<file path="src/rtl/wsg_pkg.sv">
`timescale 1ns/1ps
package wsg_pkg;

    // Write-window sequencing states
    typedef enum logic [1:0] {
        ST_IDLE   = 2'd0,
        ST_DELAY  = 2'd1,
        ST_STROBE = 2'd2,
        ST_HOLD   = 2'd3
    } win_state_e;

endpackage

</file>
<file path="src/rtl/wsg_sync_edge.sv">
`timescale 1ns/1ps
module wsg_sync_edge #(
    parameter int STAGES = 2
) (
    input  logic clk,
    input  logic rst_n,
    input  logic async_i,
    output logic level_o,
    output logic rise_o
);

    logic [STAGES-1:0] chain_q;
    logic              prev_q;

    always_ff @(posedge clk or negedge rst_n) begin
        if (!rst_n) begin
            chain_q <= '0;
            prev_q  <= 1'b0;
        end else begin
            chain_q <= {chain_q[STAGES-2:0], async_i};
            prev_q  <= chain_q[STAGES-1];
        end
    end

    assign level_o = chain_q[STAGES-1];
    assign rise_o  = chain_q[STAGES-1] & ~prev_q;

endmodule

</file>
<file path="src/rtl/wsg_decode.sv">
`timescale 1ns/1ps
module wsg_decode #(
    parameter int          ADDR_W    = 16,
    parameter int          SEL_BITS  = 2,
    parameter int unsigned SEL_VAL   = 1,
    parameter int          PAGE_BITS = 8,
    parameter int unsigned IO_PAGE   = 32'hD5
) (
    input  logic [ADDR_W-1:0] addr_i,
    output logic              mem_hit_o,
    output logic              io_hit_o
);

    localparam logic [SEL_BITS-1:0]  SEL_MATCH  = SEL_BITS'(SEL_VAL);
    localparam logic [PAGE_BITS-1:0] PAGE_MATCH = PAGE_BITS'(IO_PAGE);

    always_comb begin
        mem_hit_o = (addr_i[ADDR_W-1 -: SEL_BITS] == SEL_MATCH);
        io_hit_o  = (addr_i[ADDR_W-1 -: PAGE_BITS] == PAGE_MATCH);
    end

endmodule

</file>
<file path="src/rtl/wsg_window_fsm.sv">
`timescale 1ns/1ps
module wsg_window_fsm
    import wsg_pkg::*;
#(
    parameter int START_DLY = 2,
    parameter int WE_LEN    = 9
) (
    input  logic clk,
    input  logic rst_n,
    input  logic phi2_lvl_i,
    input  logic phi2_rise_i,
    input  logic wr_i,
    input  logic mem_hit_i,
    output logic ce_n_o,
    output logic oe_n_o,
    output logic we_n_o,
    output logic win_end_o
);

    localparam int CNT_MAX = (START_DLY > WE_LEN) ? START_DLY : WE_LEN;
    localparam int CNT_W   = $clog2(CNT_MAX + 1);
    localparam logic [CNT_W-1:0] DLY_LAST = CNT_W'(START_DLY - 1);
    localparam logic [CNT_W-1:0] LEN_LAST = CNT_W'(WE_LEN - 1);
    localparam int RUN_W   = $clog2(WE_LEN + 2);

    win_state_e       state_q, state_d;
    logic [CNT_W-1:0] cnt_q, cnt_d;

    // state register
    always_ff @(posedge clk or negedge rst_n) begin
        if (!rst_n) begin
            state_q <= ST_IDLE;
            cnt_q   <= '0;
        end else begin
            state_q <= state_d;
            cnt_q   <= cnt_d;
        end
    end

    // next-state logic
    always_comb begin
        state_d   = state_q;
        cnt_d     = cnt_q;
        win_end_o = 1'b0;
        unique case (state_q)
            ST_IDLE: begin
                if (phi2_rise_i) begin
                    state_d = ST_DELAY;
                    cnt_d   = '0;
                end
            end
            ST_DELAY: begin
                if (!phi2_lvl_i) begin
                    state_d = ST_IDLE;
                end else if (cnt_q == DLY_LAST) begin
                    state_d = ST_STROBE;
                    cnt_d   = '0;
                end else begin
                    cnt_d = cnt_q + CNT_W'(1);
                end
            end
            ST_STROBE: begin
                if (!phi2_lvl_i) begin
                    state_d = ST_IDLE;
                end else if (cnt_q == LEN_LAST) begin
                    state_d   = ST_HOLD;
                    win_end_o = 1'b1;
                end else begin
                    cnt_d = cnt_q + CNT_W'(1);
                end
            end
            ST_HOLD: begin
                if (!phi2_lvl_i) begin
                    state_d = ST_IDLE;
                end
            end
            default: state_d = ST_IDLE;
        endcase
    end

    // registered, glitch-free strobes
    always_ff @(posedge clk or negedge rst_n) begin
        if (!rst_n) begin
            ce_n_o <= 1'b1;
            oe_n_o <= 1'b1;
            we_n_o <= 1'b1;
        end else begin
            ce_n_o <= !((state_d != ST_IDLE) && mem_hit_i);
            oe_n_o <= !((state_d != ST_IDLE) && mem_hit_i && !wr_i);
            we_n_o <= !((state_d == ST_STROBE) && mem_hit_i && wr_i);
        end
    end

    // length of the current low run of the write strobe
    logic [RUN_W-1:0] we_run_q;
    always_ff @(posedge clk or negedge rst_n) begin
        if (!rst_n) begin
            we_run_q <= '0;
        end else if (we_n_o) begin
            we_run_q <= '0;
        end else if (we_run_q != '1) begin
            we_run_q <= we_run_q + RUN_W'(1);
        end
    end


    rise_enters_delay_chk: assert property (@(posedge clk) disable iff (!rst_n)
        phi2_rise_i |=> (state_q == ST_DELAY));


    we_width_chk: assert property (@(posedge clk) disable iff (!rst_n)
        we_run_q <= RUN_W'(WE_LEN));


    we_after_delay_chk: assert property (@(posedge clk) disable iff (!rst_n)
        $fell(we_n_o) |-> ($past(state_q) == ST_DELAY));


    abort_release_chk: assert property (@(posedge clk) disable iff (!rst_n)
        !phi2_lvl_i |=> (we_n_o && ce_n_o && oe_n_o));


    we_oe_excl_chk: assert property (@(posedge clk) disable iff (!rst_n)
        !we_n_o |-> oe_n_o);

endmodule

</file>
<file path="src/rtl/bus_write_strobe.sv">
`timescale 1ns/1ps
module bus_write_strobe #(
    parameter int          ADDR_W      = 16,
    parameter int          DATA_W      = 8,
    parameter int          SEL_BITS    = 2,
    parameter int unsigned SEL_VAL     = 1,
    parameter int          PAGE_BITS   = 8,
    parameter int unsigned IO_PAGE     = 32'hD5,
    parameter int          START_DLY   = 2,
    parameter int          WE_LEN      = 9,
    parameter int          SYNC_STAGES = 2
) (
    input  logic                                 clk,
    input  logic                                 rst_n,
    input  logic                                 phi2_i,
    input  logic                                 rw_i,
    input  logic [ADDR_W-1:0]                    addr_i,
    input  logic [DATA_W-1:0]                    data_i,
    output logic                                 ce_n_o,
    output logic                                 oe_n_o,
    output logic                                 we_n_o,
    output logic [DATA_W+ADDR_W-SEL_BITS-1:0]    mem_addr_o,
    output logic [DATA_W-1:0]                    bank_o
);

    localparam int OFF_W = ADDR_W - SEL_BITS;

    logic              phi2_lvl, phi2_rise;
    logic [ADDR_W-1:0] addr_q, addr_eff;
    logic              rw_q, rw_eff;
    logic              mem_hit, io_hit;
    logic              win_end;
    logic [DATA_W-1:0] bank_q;

    wsg_sync_edge #(.STAGES(SYNC_STAGES)) u_sync (
        .clk     (clk),
        .rst_n   (rst_n),
        .async_i (phi2_i),
        .level_o (phi2_lvl),
        .rise_o  (phi2_rise)
    );

    // address and direction are held from the synchronized rising edge
    always_ff @(posedge clk or negedge rst_n) begin
        if (!rst_n) begin
            addr_q <= '0;
            rw_q   <= 1'b1;
        end else if (phi2_rise) begin
            addr_q <= addr_i;
            rw_q   <= rw_i;
        end
    end

    // decode sees the bus in the capture cycle, the held copy afterwards
    assign addr_eff = phi2_rise ? addr_i : addr_q;
    assign rw_eff   = phi2_rise ? rw_i   : rw_q;

    wsg_decode #(
        .ADDR_W    (ADDR_W),
        .SEL_BITS  (SEL_BITS),
        .SEL_VAL   (SEL_VAL),
        .PAGE_BITS (PAGE_BITS),
        .IO_PAGE   (IO_PAGE)
    ) u_decode (
        .addr_i    (addr_eff),
        .mem_hit_o (mem_hit),
        .io_hit_o  (io_hit)
    );

    wsg_window_fsm #(
        .START_DLY (START_DLY),
        .WE_LEN    (WE_LEN)
    ) u_fsm (
        .clk         (clk),
        .rst_n       (rst_n),
        .phi2_lvl_i  (phi2_lvl),
        .phi2_rise_i (phi2_rise),
        .wr_i        (!rw_eff),
        .mem_hit_i   (mem_hit),
        .ce_n_o      (ce_n_o),
        .oe_n_o      (oe_n_o),
        .we_n_o      (we_n_o),
        .win_end_o   (win_end)
    );

    // bank register: loaded from the bus data at the end of the write window
    always_ff @(posedge clk or negedge rst_n) begin
        if (!rst_n) begin
            bank_q <= '0;
        end else if (win_end && !rw_q && io_hit) begin
            bank_q <= data_i;
        end
    end

    assign bank_o     = bank_q;
    assign mem_addr_o = {bank_q, addr_q[OFF_W-1:0]};


    bank_load_chk: assert property (@(posedge clk) disable iff (!rst_n)
        !$stable(bank_q) |-> $past(!rw_q && io_hit && phi2_lvl));


    addr_hold_chk: assert property (@(posedge clk) disable iff (!rst_n)
        (!ce_n_o && $past(!ce_n_o)) |-> $stable(addr_q));

endmodule

</file>
<file path="config.mk">
export PLATFORM = sky130hd
export DESIGN_NAME = bus_write_strobe
export DESIGN_NICKNAME = d
export VERILOG_FILES = /design/src/rtl/wsg_pkg.sv /design/src/rtl/wsg_sync_edge.sv /design/src/rtl/wsg_decode.sv /design/src/rtl/wsg_window_fsm.sv /design/src/rtl/bus_write_strobe.sv
export SDC_FILE = /design/constraint.sdc
export NUM_CORES = 1
export LEC_CHECK = 0
export ABC_AREA = 1
export CAP_MARGIN = 10
export CELL_PAD_IN_SITES_DETAIL_PLACEMENT = 1
export CELL_PAD_IN_SITES_GLOBAL_PLACEMENT = 1
export CORE_MARGIN = 8
export CORE_UTILIZATION = 36
export CTS_BUF_LIST = sky130_fd_sc_hd__clkbuf_8
export CTS_CLUSTER_SIZE = 10
export DETAILED_ROUTE_END_ITERATION = 12
export PLACE_DENSITY_LB_ADDON = 0.08
export SKIP_LAST_GASP = 1
export SLEW_MARGIN = 15
export SYNTH_ARGS = -nofsm -noshare
export SYNTH_HDL_FRONTEND = slang
export SYNTH_SLANG_ARGS = --single-unit
</file>
<file path="constraint.sdc">
create_clock -name clk -period 2 [get_ports clk]
set_clock_uncertainty 0.2 [all_clocks]
set_input_delay 0.3 -clock clk [delete_from_list [all_inputs] [get_ports clk]]
set_output_delay 0.3 -clock clk [all_outputs]
set_load 0.02 [all_outputs]
</file>
# Yosys cells after proc, flatten, opt, wreduce, memory -nomap -nowiden
# Cells that the tools add are included.
[word_totals] reg_bits=37
[classes] n_addsub=1 n_eq_ne=12 n_mux=18 bitwise_logic=2 n_reduce_logical=15
[ops] operator="2-to-1 mux 4 bit" n=5
[ops] operator="2-to-1 mux 16 bit" n=1
[ops] operator="2-to-1 mux 2 bit" n=6
[ops] operator="case mux 4 bit (3 select lines)" n=1
[ops] operator="equality test 8 bit (second input constant)" n=1
[ops] operator="!= test 2 bit (second input constant)" n=4
[ops] operator="case mux 2 bit (4 select lines)" n=1
[ops] operator="equality test 2 bit (second input constant)" n=3
[ops] operator="logical AND 1 bit" n=6
[ops] operator="zero test 1 bit" n=5
[ops] operator="AND reduction 5 bit" n=1
[ops] operator="adder 4 x 1 -> 4 bit (second input constant)" n=1
[ops] operator="equality test 2 x 1 -> 1 bit (second input constant)" n=2
[ops] operator="equality test 4 x 1 -> 1 bit (second input constant)" n=1
[ops] operator="equality test 4 bit (second input constant)" n=1
[ops] operator="2-to-1 mux 1 bit" n=4
[ops] operator="nonzero test 3 bit" n=1
[ops] operator="zero test 2 bit" n=1
[ops] operator="nonzero test 2 bit" n=1
[ops] operator="AND 1 bit" n=1
[ops] operator="inverter 1 bit" n=1

# Depth between registers and ports, before layout
[depth] ltp_word=8 ltp_mapped=11 depth_no_buf=11

# Modules after synthesis
# From an unflattened synthesis, not the netlist that was laid out.
[unflattened] cells_unflattened=224 hier_area_um2=1909.3
[by_module_without_submodules] module="bus_write_strobe" n_inst=1 cells_each=130 area_each_um2=1179.9 seq_area_each_um2=626.9
[by_module_without_submodules] module="wsg_window_fsm" n_inst=1 cells_each=78 area_each_um2=598.1 seq_area_each_um2=229.0
[by_module_without_submodules] module="wsg_sync_edge" n_inst=1 cells_each=5 area_each_um2=85.1 seq_area_each_um2=75.1
[by_module_without_submodules] module="wsg_decode" n_inst=1 cells_each=11 area_each_um2=46.3 seq_area_each_um2=0.0

# Least setup slack after synthesis
# OpenSTA, ideal clock, no wires.
[synth_path] kind="reg2reg" from="reg u_fsm.state_q[0]" to="reg bank_q[0], in the netlist bank_o[0]" setup_time_ns=0.117 arrival_ns=1.479 required_time_ns=1.683 setup_slack_ns=0.204 stages_incl_launch_ff=10 path_buffers=0 synth_period_minus_slack_ns=1.796 cell_sequence="dfrtp_1 inv_1 ha_1 nand2_1 inv_1 nand3_1 nor2_2 nand3_4 nand2_1 nand2_1"
[synth_via] elab_chain_len=4
[synth_rtl] item="start, declared" line="wsg_window_fsm.sv:26" source="win_state_e state_q, state_d;"
[synth_rtl] item="start signal, assigned" line="wsg_window_fsm.sv:35" source="state_q <= state_d;"
[synth_rtl] item="equality test 2 bit" line="wsg_window_fsm.sv:45" source="unique case (state_q)"
[synth_rtl] item="2-to-1 mux 1 bit" line="wsg_window_fsm.sv:45"
[synth_rtl] item="logical AND 1 bit (2 in series)" line="bus_write_strobe.sv:90" source="end else if (win_end && !rw_q && io_hit) begin"
[synth_rtl] item="end signal, assigned" line="bus_write_strobe.sv:91" source="bank_q <= data_i;"
[synth_rtl] item="end, declared" line="bus_write_strobe.sv:33" source="logic [DATA_W-1:0] bank_q;"
# Every way passes these cells.
# A chain may end at the register's enable or synchronous reset.

# Worst setup path in the final report
[layout_path] from="reg u_fsm.oe_n_o" to="out oe_n_o"
[layout_rtl] item="start, declared" line="wsg_window_fsm.sv:15" source="output logic oe_n_o,"
[layout_rtl] item="start signal, assigned" line="wsg_window_fsm.sv:89" source="oe_n_o <= !((state_d != ST_IDLE) && mem_hit_i && !wr_i);"
[layout_rtl] item="end, declared" line="bus_write_strobe.sv:20" source="output logic oe_n_o,"
# No word-level cell between the ends.

==> run metrics <==
status finished clean; Buf/Inv on CP 1; CTS tree built; RSZ-0062 raised after global routing false; highest-count cells in the layout ignoring fill and taps clkdlybuf4s50_1, nand2_1, dfrtp_1; total CTS buffers 5; xor-xnor portion of the synthesized cell area 0.008969; internal power 1.632 mW; complex-gate fraction of the synthesized area 0.03523; Ant. Diodes 0; H-tree levels 2; WP data required 1500 ps; initial antenna violation count 0; Worst Path Class, Setup flop to output port; Peak VDD IR 0.6081 mV; largest net degree at the start of global routing 38; post-route ant nets 0; Via density 4.550; Synth Area in Adders 0.04484; worst setup margin 73.95 ps; worst-case reg-to-reg path depth 8; max incr delay on CP 610 ps; Nets 289; Final Non-Filler Cells 327; Hold Path Depth 0; Avg Cell Area, Syn 9.574 µm²; Syn. warnings 0; Detailed Place HPWL 3.453 mm; first-pass GRT wire length 7.479 mm; grt total ovfl 0; CP cell instances clkdlybuf4s50_1; Tmin final 1926 ps; CP max-delay cell clkdlybuf4s50_1; clk sinks 37; Port Buffer Count 60; Cell variety after synth 24; worst-margin pin slew 468.9 ps; sw frac 0.3049; worst hold slack 163.9 ps; number of global-route vias before repair 1,541; row count 27; main combinational cell family by area after synthesis simple AND/OR/NAND/NOR gates; Placement Setup Slack 144.8 ps; family with the most delay on the worst path buffers and inverters; Critical Path End Type output port; Combinational Power Share 0.284; final period utilization 0.9630; crit path DAT 1430 ps; Netlist Area Pre-Place 0.001953 mm²; Post-Syn Nets 239; Pre-antenna DRT Iters 3; cell count after synthesis 204; Slew Viols, Final 0; DR iter-0 viols 38; Starting Density 0.3636; part of the Yosys area used for sequential elements 0.4766; drt wl/cell 13.88 µm; crit path launch type flop; clk buf depth 2; final setup fails 0; stages on the worst setup path 1; share of layout cells above drive strength 1 0.1961; Layout area overhead 35.81%; core area 0.005371 mm²; max_slew headroom 0.6874; leading cell type in the layout, fill and taps excluded clkdlybuf4s50_1; number of fillers in the final layout 608; mux share of post-synthesis cell area 0.04612; Max-cap violations 0; Min-Delay Path Class flop to flop; die width 89.66 µm; clock share of power 0.336; gr usage total 0.1227; Worst Path Max Fanout 1; via count 1,488; Top-Level Pins 61; drt drc 0; Fin. Hold Viols 0; post-synthesis register bit count 37; sequential power share 0.381; NetSw 0.7158 mW; LEAKAGE 1.274 nW; worst skew pair latency 290 ps; dpl cells 316; Routability Congestion 0.7022; drt total wl 4.539 mm; chip height 89.66 µm; clock root cell clkbuf_8; power per cell area 885.1 mW/mm²; fmax 519.2 MHz; area of the die 0.008038 mm²; clk slew on worst S/H paths 80 ps; setup TNS 0 ps; Simple-Gate Fraction of Synth Area 0.2498
per-stage QoR:
step / instance area [µm²] / power (mW) / utilization
final: 2653 / 2.348 / 0.4938
after global routing: 2653 / 2.512 / 0.4938
after CTS: 2633 / 2.387 / 0.4901
after detailed placement: 2485 / 1.580 / 0.4626
after global placement: 2485 / 1.576 / 0.4626
after floorplan: 1953 / 1.374 / -
per-layer routing:
layer | wire [µm] | vias up | global-route usage
li1 | - | 729 | -
met1 | 1952 | 718 | 0.1431
met2 | 2242 | 34 | 0.2092
met3 | 279 | 7 | 0.03640
met4 | 64 | 0 | 0.04079
met5 | 0 | - | 0
synthesized netlist by cell type:
| library cell | count | area, µm² |
|---|---|---|
| xor2_1 | 2 | 17.52 |
| nand4_1 | 8 | 50.05 |
| a21boi_0 | 1 | 7.510 |
| nor3_4 | 1 | 16.27 |
| mux2_2 | 8 | 90.09 |
| nor2_8 | 2 | 40.04 |
| inv_1 | 20 | 75.07 |
| buf_4 | 24 | 180.2 |
| nor3_1 | 2 | 10.01 |
| nor2_1 | 5 | 18.77 |
| nand3_4 | 1 | 17.52 |
| o21ai_0 | 4 | 20.02 |
| o21a_1 | 1 | 7.510 |
| dfstp_2 | 4 | 105.1 |
| buf_6 | 1 | 11.26 |
| dfrtp_1 | 33 | 825.8 |
| nand3_1 | 17 | 85.08 |
| o21bai_1 | 1 | 7.510 |
| nand2_2 | 12 | 75.07 |
| inv_2 | 1 | 3.750 |
| ha_1 | 7 | 87.58 |
| nand2_1 | 45 | 168.9 |
| o21ai_2 | 3 | 26.28 |
| nor2_2 | 1 | 6.260 |
cell type report:
type	instances	area, µm²	share of cell area
clock inverters	3	68.82	0.02594
clock buffers	5	68.82	0.02594
repair buffers	68	658.1	0.2481
multi-input cells	121	757.0	0.2854
well taps	72	90.09	0.03396
flip-flops and latches	37	930.9	0.3509
inverters	21	78.83	0.02972
cell families (layout without fill, tap and decap cells):
family                   after synthesis  after routing
AND/OR/NAND/NOR                       94             94
buffers and inverters                 46             97
multiplexers                           8              8
XOR/XNOR                               2              2
flip-flops                            37             37
adder cells (fa/ha/maj)                7              7
AO/OA/AOI/OAI                         10             10
timing repair:
item | 4_1_cts | 5_1_grt
buffers inserted | 0 | 2
resized for setup | 0 | 2
endpoints found under the setup margin | 0 | 12
hold buffers | 1 | 0
hold endpoints to repair | 33 | 0
power by group through the flow:
| stage | Combinational (mW) | Clock, mW | Sequential, mW |
|---|---|---|---|
| 6_report | 0.666 | 0.788 | 0.893 |
| 2_1_floorplan | 0.468 | 0 | 0.906 |
| 4_1_cts | 0.680 | 0.815 | 0.892 |
| 5_1_grt | 0.758 | 0.848 | 0.906 |
| 3_5_place_dp | 0.673 | 0 | 0.907 |
| 3_3_place_gp | 0.673 | 0 | 0.902 |
state kept, by name, indices dropped and copies added (netlist names):
| signal | cells |
|---|---|
| bank_o | 8 |
| u_sync.prev_q | 1 |
| rw_q | 1 |
| u_fsm.oe_n_o | 1 |
| u_fsm.ce_n_o | 1 |
| addr_q | 16 |
| u_fsm.cnt_q | 4 |
| u_fsm.state_q | 2 |
| u_fsm.we_n_o | 1 |
| u_sync.chain_q | 2 |
path summary, 6_finish.rpt:
path / end / from / slack [ps]
setup reg to reg: bank_o[7] / u_sync.prev_q / 190
hold reg to reg: u_sync.chain_q[1] / u_sync.chain_q[0] / 160
setup / recovery: oe_n_o / u_fsm.oe_n_o / 70
hold / removal: u_sync.chain_q[1] / u_sync.chain_q[0] / 160
max in group asynchronous: rw_q / rst_n / 840
min in group asynchronous: addr_q[1] / rst_n / 400
Power figures use the tool's default switching activity.
